**src/rtl/mcl_pkg.sv**
```systemverilog
package mcl_pkg;

   typedef enum logic [1:0] {
      FLAG_HOLD  = 2'd0,
      FLAG_SET   = 2'd1,
      FLAG_CLEAR = 2'd2
   } flag_action_e;

   function automatic flag_action_e pick_action(input logic set_req,
                                                input logic clr_req);
      if (set_req)      return FLAG_SET;
      else if (clr_req) return FLAG_CLEAR;
      else              return FLAG_HOLD;
   endfunction

endpackage

```
**src/rtl/mcl_step_gen.sv**
```systemverilog
module mcl_step_gen #(
   parameter int CYL_W = 8
) (
   input  logic             seek_go,
   input  logic [CYL_W-1:0] tgt_cyl,
   input  logic [CYL_W-1:0] cur_cyl,
   output logic             step
);
   logic moves;

   generate
      if (CYL_W < 1) begin : g_bad_width
         $error("mcl_step_gen: CYL_W must be at least 1");
      end
   endgenerate

   always_comb begin
      moves = (tgt_cyl != cur_cyl);
      step  = seek_go & moves;
   end
endmodule

```
**src/rtl/mcl_flag_core.sv**
```systemverilog
module mcl_flag_core
   import mcl_pkg::*;
#(
   parameter bit RESET_VALUE = 1'b1
) (
   input  logic clk,
   input  logic rst_n,
   input  logic insert_evt,
   input  logic eject_evt,
   input  logic step,
   input  logic media_present,
   output logic flag
);
   flag_action_e action;
   logic         set_req;
   logic         clr_req;

   always_comb begin
      set_req = insert_evt | eject_evt;
      clr_req = step & media_present;
      action  = pick_action(set_req, clr_req);
   end

   always_ff @(posedge clk) begin
      if (!rst_n) begin
         flag <= RESET_VALUE;
      end else begin
         case (action)
            FLAG_SET:   flag <= 1'b1;
            FLAG_CLEAR: flag <= 1'b0;
            default:    flag <= flag;
         endcase
      end
   end
endmodule

```
**src/rtl/mcl_read_port.sv**
```systemverilog
module mcl_read_port #(
   parameter int DATA_W   = 8,
   parameter int FLAG_BIT = 7
) (
   input  logic              clk,
   input  logic              rst_n,
   input  logic              rd_en,
   input  logic              flag,
   output logic [DATA_W-1:0] rd_data
);
   logic [DATA_W-1:0] shaped;

   generate
      if (FLAG_BIT >= DATA_W || FLAG_BIT < 0) begin : g_bad_pos
         $error("mcl_read_port: FLAG_BIT outside the data word");
      end
      for (genvar i = 0; i < DATA_W; i++) begin : g_bits
         if (i == FLAG_BIT) begin : g_flag
            assign shaped[i] = flag;
         end else begin : g_zero
            assign shaped[i] = 1'b0;
         end
      end
   endgenerate

   always_ff @(posedge clk) begin
      if (!rst_n)     rd_data <= '0;
      else if (rd_en) rd_data <= shaped;
   end
endmodule

```
**src/rtl/media_change_latch.sv**
```systemverilog
module media_change_latch #(
   parameter int CYL_W    = 8,
   parameter int DATA_W   = 8,
   parameter int FLAG_BIT = 7
) (
   input  logic              clk,
   input  logic              rst_n,
   input  logic              media_present,
   input  logic              insert_evt,
   input  logic              eject_evt,
   input  logic              seek_go,
   input  logic [CYL_W-1:0]  tgt_cyl,
   input  logic [CYL_W-1:0]  cur_cyl,
   input  logic              rd_en,
   output logic              step_out,
   output logic              chg_flag,
   output logic [DATA_W-1:0] rd_data
);
   logic step_w;
   logic flag_w;

   mcl_step_gen #(.CYL_W(CYL_W)) u_step (
      .seek_go (seek_go),
      .tgt_cyl (tgt_cyl),
      .cur_cyl (cur_cyl),
      .step    (step_w)
   );

   mcl_flag_core #(.RESET_VALUE(1'b1)) u_core (
      .clk           (clk),
      .rst_n         (rst_n),
      .insert_evt    (insert_evt),
      .eject_evt     (eject_evt),
      .step          (step_w),
      .media_present (media_present),
      .flag          (flag_w)
   );

   mcl_read_port #(.DATA_W(DATA_W), .FLAG_BIT(FLAG_BIT)) u_rd (
      .clk     (clk),
      .rst_n   (rst_n),
      .rd_en   (rd_en),
      .flag    (flag_w),
      .rd_data (rd_data)
   );

   assign step_out = step_w;
   assign chg_flag = flag_w;
endmodule

```
**config.mk**
```make
export PLATFORM = sky130hd
export DESIGN_NAME = media_change_latch
export DESIGN_NICKNAME = d
export VERILOG_FILES = /design/src/rtl/mcl_pkg.sv /design/src/rtl/mcl_step_gen.sv /design/src/rtl/mcl_flag_core.sv /design/src/rtl/mcl_read_port.sv /design/src/rtl/media_change_latch.sv
export SDC_FILE = /design/constraint.sdc
export NUM_CORES = 1
export LEC_CHECK = 0
export BUFFER_PORTS_ARGS = -buffer_cell sky130_fd_sc_hd__buf_2
export CORE_AREA = 2 2 39 41
export CTS_BUF_LIST = sky130_fd_sc_hd__clkbuf_8 sky130_fd_sc_hd__clkbuf_16
export CTS_CLUSTER_SIZE = 12
export DETAILED_ROUTE_END_ITERATION = 10
export DIE_AREA = 0 0 41 43
export SLEW_MARGIN = 30
export SYNTH_ARGS = -nofsm -noshare
export SYNTH_HDL_FRONTEND = slang
export SYNTH_SLANG_ARGS = --single-unit
```
**constraint.sdc**
```tcl
create_clock -name clk -period 2.4 [get_ports clk]
set_clock_uncertainty 0.2 [all_clocks]
set_input_delay 0 -clock clk [delete_from_list [all_inputs] [get_ports clk]]
set_output_delay 0 -clock clk [all_outputs]
set_load 0.005 [all_outputs]
```
==> metrics.md, run 1 <==
| Metric | Value |
|---|---|
| Largest net degree at the start of global routing | `4` |
| Peak VDD IR | `0.147 mV` |
| CTS buffer count | `3` |
| Crit path kind | `input port to register` |
| Final Max Slew Viols | `0` |
| Final period util | `88.4%` |
| Crit path time final | `2120 ps` |
| Drt drc | `0` |
| First-pass GRT wire length | `834 um` |
| Area Growth Syn to Fin | `98.9%` |
| Die ar. | `1760 um^2` |
| Hold WC Path Type | `input port to register` |
| Final TNS setup | `0 ps` |
| DRC marker count from the first detailed-route iteration | `0` |
| YS warnings | `0` |
| Met2 Usage GRT | `11.9%` |
| # H-tree levels | `1` |
| TritonCTS clock tree | `done` |
| Worst Hold Depth | `5` |
| Die W | `41 um` |
| Die H | `43 um` |
| Worst path required time | `2300 ps` |
| Layout cells sized above 1 | `43.8%` |
| Worst-path clk slew | `30 ps` |
| Placed wire-length estimate | `449 um` |
| DR WL/cell | `6.55 um` |
| Seq cells post-synth | `2` |
| Starting density of the core | `16.5%` |
| Status | `completed` |
| Antenna violations before repair | `0` |
| Leakage power | `0.245 nW` |
| Peak Freq | `471 MHz` |
| Max Buffers Root-to-Sink | `2` |
| Most frequent cells in the layout | `25 x buf_2, 8 x xor2_1, 7 x conb_1, 7 x dlygate4sd3_1` |
| CP cell instances | `dlygate4sd3_1 -> buf_2 -> nor2_1 -> dlygate4sd3_1 -> nand2_1 -> nor2_1 -> dlygate4sd3_1 -> a21oi_1` |
| Seq/Total Area, Yosys | `17.5%` |
| DP Cell Count | `70` |
| Crit Path Max Fanout | `2` |
| CP startpoint kind | `input port` |
| Clk_lat worst skew | `210 ps` |
| Vias in the first global route | `264` |
| CORE AREA | `1380 um^2` |
| Max stage delay on crit path | `550 ps` |
| CP endpoint kind | `register` |
| Most Crowded Layer GR | `met2` |
| Num rows | `14` |
| Clock Tree Root | `clkbuf_8` |
| Hold wc startpoint | `cur_cyl[4]` |
| Reg2Reg Capture Point | `u_rd.rd_data[7]` |
| Max cap viols | `0` |
| Cells on worst reg2reg path | `3` |
| CP most frequent cell | `dlygate4sd3_1` |
| Commonest non-fill, non-tap cell in the layout | `buf_2` |
| Met3 usage | `1.57%` |
| IO buf count | `25` |
| Arrival time at the worst endpoint | `2020 ps` |
| Layout Cells excl Fill | `80` |
| Drt pass-1 iters | `1` |
| Final wirelength | `524 um` |
| Power after layout | `0.215 mW` |
| Syn Area/Cell | `7.63 um^2` |
| Final nets | `89` |
| Pwr Density | `472 nW/um^2` |
| Vias per cell | `3.58` |
| Hold Path End | `u_core.flag` |
| Mapped Area | `229 um^2` |
| CTS sink count | `2` |
| Global-route usage over all layers | `7.01%` |
| Fin. Hold Viols | `0` |
| Fill count | `154` |
| Yosys cell types | `11` |
| Num ports | `33` |
| Syn Inst Count | `30` |
| Antenna Cells | `0` |
| RSZ-0062 raised after global routing | `no` |
| DP Area | `344 um^2` |
| R2r startpoint | `u_core.flag` |
| Slowest CP cell | `dlygate4sd3_1` |
| Met1 Use GR | `6.37%` |
| Post-CTS sizing | `0` |
| Reg2reg setup slack | `1050 ps` |
| Gpl congestion | `0.620` |
| Via count | `286` |
| Routed Antenna Nets | `0` |
| Design area | `455 um^2` |
| Setup Viol. Count Final | `0` |
| Grt ovf | `0` |
==> where the power goes <==
part	internal, mW	total (mW)	leakage (nW)	switching, mW
sequential	0.0352	0.0361	0.0165	0.000849
clock	0.106	0.132	0.0216	0.0256
combinational	0.0298	0.0473	0.207	0.0175
total	0.171	0.215	0.245	0.0439
==> logic make-up (layout without fill, tap and decap cells) <==
logic type,after synthesis,in the layout,share of synthesized area [%]
and+or+nand+nor,10,10,20.8
xor gates and xnor gates,8,8,30.6
buffers and inverters,7,35,23.0
DFF,2,2,17.5
other,1,7,1.64
AOI/OAI and AO/OA,1,1,2.18
muxes,1,1,4.37
==> final cells by class <==
cell class	instances	area [um^2]	area share [%]
Sequential cell	2	40.0	8.79
Clock buffer	3	41.3	9.07
Timing Repair Buffer	32	195	42.9
Multi-Input combinational cell	27	159	34.9
Tap cell	16	20.0	4.40
==> routing by layer <==
layer	part of all wire [%]	up-vias	wire length (um)
met5	0	-	0
met1	35	116	183
met4	3.1	0	16
met2	52	19	274
li1	-	149	-
met3	9.5	2	50
==> worst max-delay path: cells and delay by family <==
kind,cells,cell delay [ps]
AOI/OAI and AO/OA,1,60
buffers and inverters,4,1740
and+or+nand+nor,3,210
==> what timing repair did <==
item | 4_1_cts | 5_1_grt
setup buffers | 0 | 0
setup endpoints to repair | 0 | 0
hold buffers | 7 | 0
hold endpoints to repair | 2 | 0
==> synthesized netlist by cell type <==
master	n	area share, %
and2_1	1	2.7
a21oi_1	1	2.2
nor4_1	2	5.5
nor2_1	3	4.9
mux2i_1	1	4.4
dfxtp_1	2	17
nor2b_1	1	2.7
conb_1	1	1.6
buf_4	7	23
xor2_1	8	31
nand2_1	3	4.9
==> registers in the layout (all words and copies together) (netlist names) <==
register / cells
u_core.flag: 1
u_rd.rd_data: 1
==> per-stage QoR <==
stage,util (%),setup slack (ps),hold WS (ps)
floorplan,-,1550,-89.7
global placement,24.9,1240,32.7
detailed placement,24.9,1240,58.4
CTS,32.9,279,35.8
global route,32.9,221,88.8
finish,32.9,278,33.4
==> how the worst max path moves through the flow <==
stage,start,end,slack (ps),cells past startpoint
after floorplan,cur_cyl[6],u_core.flag,1550,4
after global placement,cur_cyl[1],step_out,1240,6
after detailed placement,cur_cyl[1],step_out,1240,6
after CTS,insert_evt,u_core.flag,280,8
after global routing,insert_evt,u_core.flag,220,8
final,insert_evt,u_core.flag,280,8
No activity file was read; power rests on OpenSTA's default activity.
==> run 2: changes to the inputs <==
--- a/config.mk
+++ b/config.mk
@@ -11,6 +11,7 @@
 export CTS_CLUSTER_SIZE = 12
 export DETAILED_ROUTE_END_ITERATION = 10
 export DIE_AREA = 0 0 41 43
+export REMOVE_ABC_BUFFERS = 1
 export SLEW_MARGIN = 30
 export SYNTH_ARGS = -nofsm -noshare
 export SYNTH_HDL_FRONTEND = slang
==> metrics.md, run 2 (same netlist as run 1, synthesis figures left out) <==
| Metric | Value |
|---|---|
| Max cap viols | `0` |
| Final wirelength | `528 um` |
| Largest net degree at the start of global routing | `4` |
| Clock Tree Root | `clkbuf_8` |
| Hold wc startpoint | `cur_cyl[0]` |
| Vias per cell | `3.50` |
| Peak Freq | `466 MHz` |
| Layout Cells excl Fill | `80` |
| R2r startpoint | `u_core.flag` |
| Routed Antenna Nets | `0` |
| Post-CTS sizing | `0` |
| Antenna Cells | `0` |
| Max stage delay on crit path | `550 ps` |
| Drt drc | `0` |
| RSZ-0062 raised after global routing | `no` |
| Leakage power | `0.245 nW` |
| Placed wire-length estimate | `446 um` |
| Die ar. | `1760 um^2` |
| # H-tree levels | `1` |
| CORE AREA | `1380 um^2` |
| Die W | `41 um` |
| Hold WC Path Type | `input port to register` |
| Final TNS setup | `0 ps` |
| Worst path required time | `2290 ps` |
| Hold buffers post-CTS | `7` |
| Slowest CP cell | `dlygate4sd3_1` |
| TritonCTS clock tree | `done` |
| CTS sink count | `2` |
| Status | `completed` |
| Commonest non-fill, non-tap cell in the layout | `buf_2` |
| CP cell instances | `dlygate4sd3_1 -> buf_2 -> nor2_1 -> dlygate4sd3_1 -> nand2_1 -> nor2_1 -> dlygate4sd3_1 -> a21oi_1` |
| Worst Setup SP | `eject_evt` |
| Crit path time final | `2150 ps` |
| Grt ovf | `0` |
| Largest regs | `u_core.flag (1), u_rd.rd_data (1)` |
| Final Max Slew Viols | `0` |
| Clk_lat worst skew | `200 ps` |
| DR WL/cell | `6.60 um` |
| Area Growth Syn to Fin | `98.9%` |
| Peak VDD IR | `0.158 mV` |
| Antenna violations before repair | `0` |
| Max Buffers Root-to-Sink | `2` |
| CP endpoint kind | `register` |
| Crit path kind | `input port to register` |
| Postcts setup bufs | `0` |
| Layout cells sized above 1 | `43.8%` |
| Gpl congestion | `0.567` |
| Num ports | `33` |
| Setup Viol. Count Final | `0` |
| Via count | `280` |
| DRC marker count from the first detailed-route iteration | `2` |
| Reg2Reg Capture Point | `u_rd.rd_data[7]` |
| Worst-path clk slew | `20 ps` |
| Drt pass-1 iters | `2` |
| Most frequent cells in the layout | `25 x buf_2, 8 x xor2_1, 7 x conb_1, 7 x dlygate4sd3_1` |
| Reg2reg setup slack | `1050 ps` |
| Crit Path Max Fanout | `2` |
| DP Cell Count | `70` |
| CTS buffer count | `3` |
| First-pass GRT wire length | `724 um` |
| Final period util | `89.5%` |
| Final nets | `89` |
| Die H | `43 um` |
| Setup crit end | `u_core.flag` |
| CP most frequent cell | `dlygate4sd3_1` |
| CP startpoint kind | `input port` |
| Num rows | `14` |
| Arrival time at the worst endpoint | `2040 ps` |
| Pwr Density | `464 nW/um^2` |
| Global-route usage over all layers | `6.40%` |
| Starting density of the core | `16.5%` |
| Vias in the first global route | `209` |
| Fin. Hold Viols | `0` |
| Cells on worst reg2reg path | `3` |
| IO buf count | `25` |
-- run 2: metrics by stage --
| step | hold slack (ps) | utilization (%) | worst slack (ps) | power [mW] | instance area [um^2] |
|---|---|---|---|---|---|
| floorplan | -89.7 | - | 1550 | 0.0524 | 199 |
| global placement | 35.8 | 24.9 | 1240 | 0.0753 | 344 |
| detailed placement | 43.4 | 24.9 | 1240 | 0.0761 | 344 |
| CTS | 45.4 | 32.9 | 249 | 0.215 | 455 |
| global route | 74.4 | 32.9 | 132 | 0.226 | 455 |
| finish | 39.3 | 32.9 | 252 | 0.211 | 455 |
-- run 2: worst min path at each step --
stage                      endpoint  cells after the start  slack (ps)
floorplan                  step_out                      1         -90
global placement    u_rd.rd_data[7]                      2          40
detailed placement  u_rd.rd_data[7]                      2          40
CTS                     u_core.flag                      5          50
global route            u_core.flag                      5          70
finish                  u_core.flag                      5          40
-- run 2: critical path, delay by kind of cell --
kind                   cells  cell delay, ps
and+or+nand+nor            3             240
AOI/OAI and AO/OA          1              60
buffers and inverters      4            1740
-- run 2: final cells by class --
class                           instances  area, um^2
Multi-Input combinational cell         27         159
Tap cell                               16        20.0
Sequential cell                         2        40.0
Timing Repair Buffer                   32         195
Fill cell                             158         928
Clock buffer                            3        41.3
-- run 2: routing by layer --
metal,track usage (%),part of all wire [%]
met1,6.67,38
met2,8.44,40
met3,5.24,22
met4,4.00,0
met5,0,0
-- run 2: where the power goes --
| group | leakage, nW | switching (mW) | total (mW) | internal (mW) |
|---|---|---|---|---|
| sequential | 0.0165 | 0.000822 | 0.0360 | 0.0352 |
| clock | 0.0216 | 0.0222 | 0.128 | 0.106 |
| combinational | 0.207 | 0.0176 | 0.0475 | 0.0298 |
| total | 0.245 | 0.0407 | 0.211 | 0.171 |
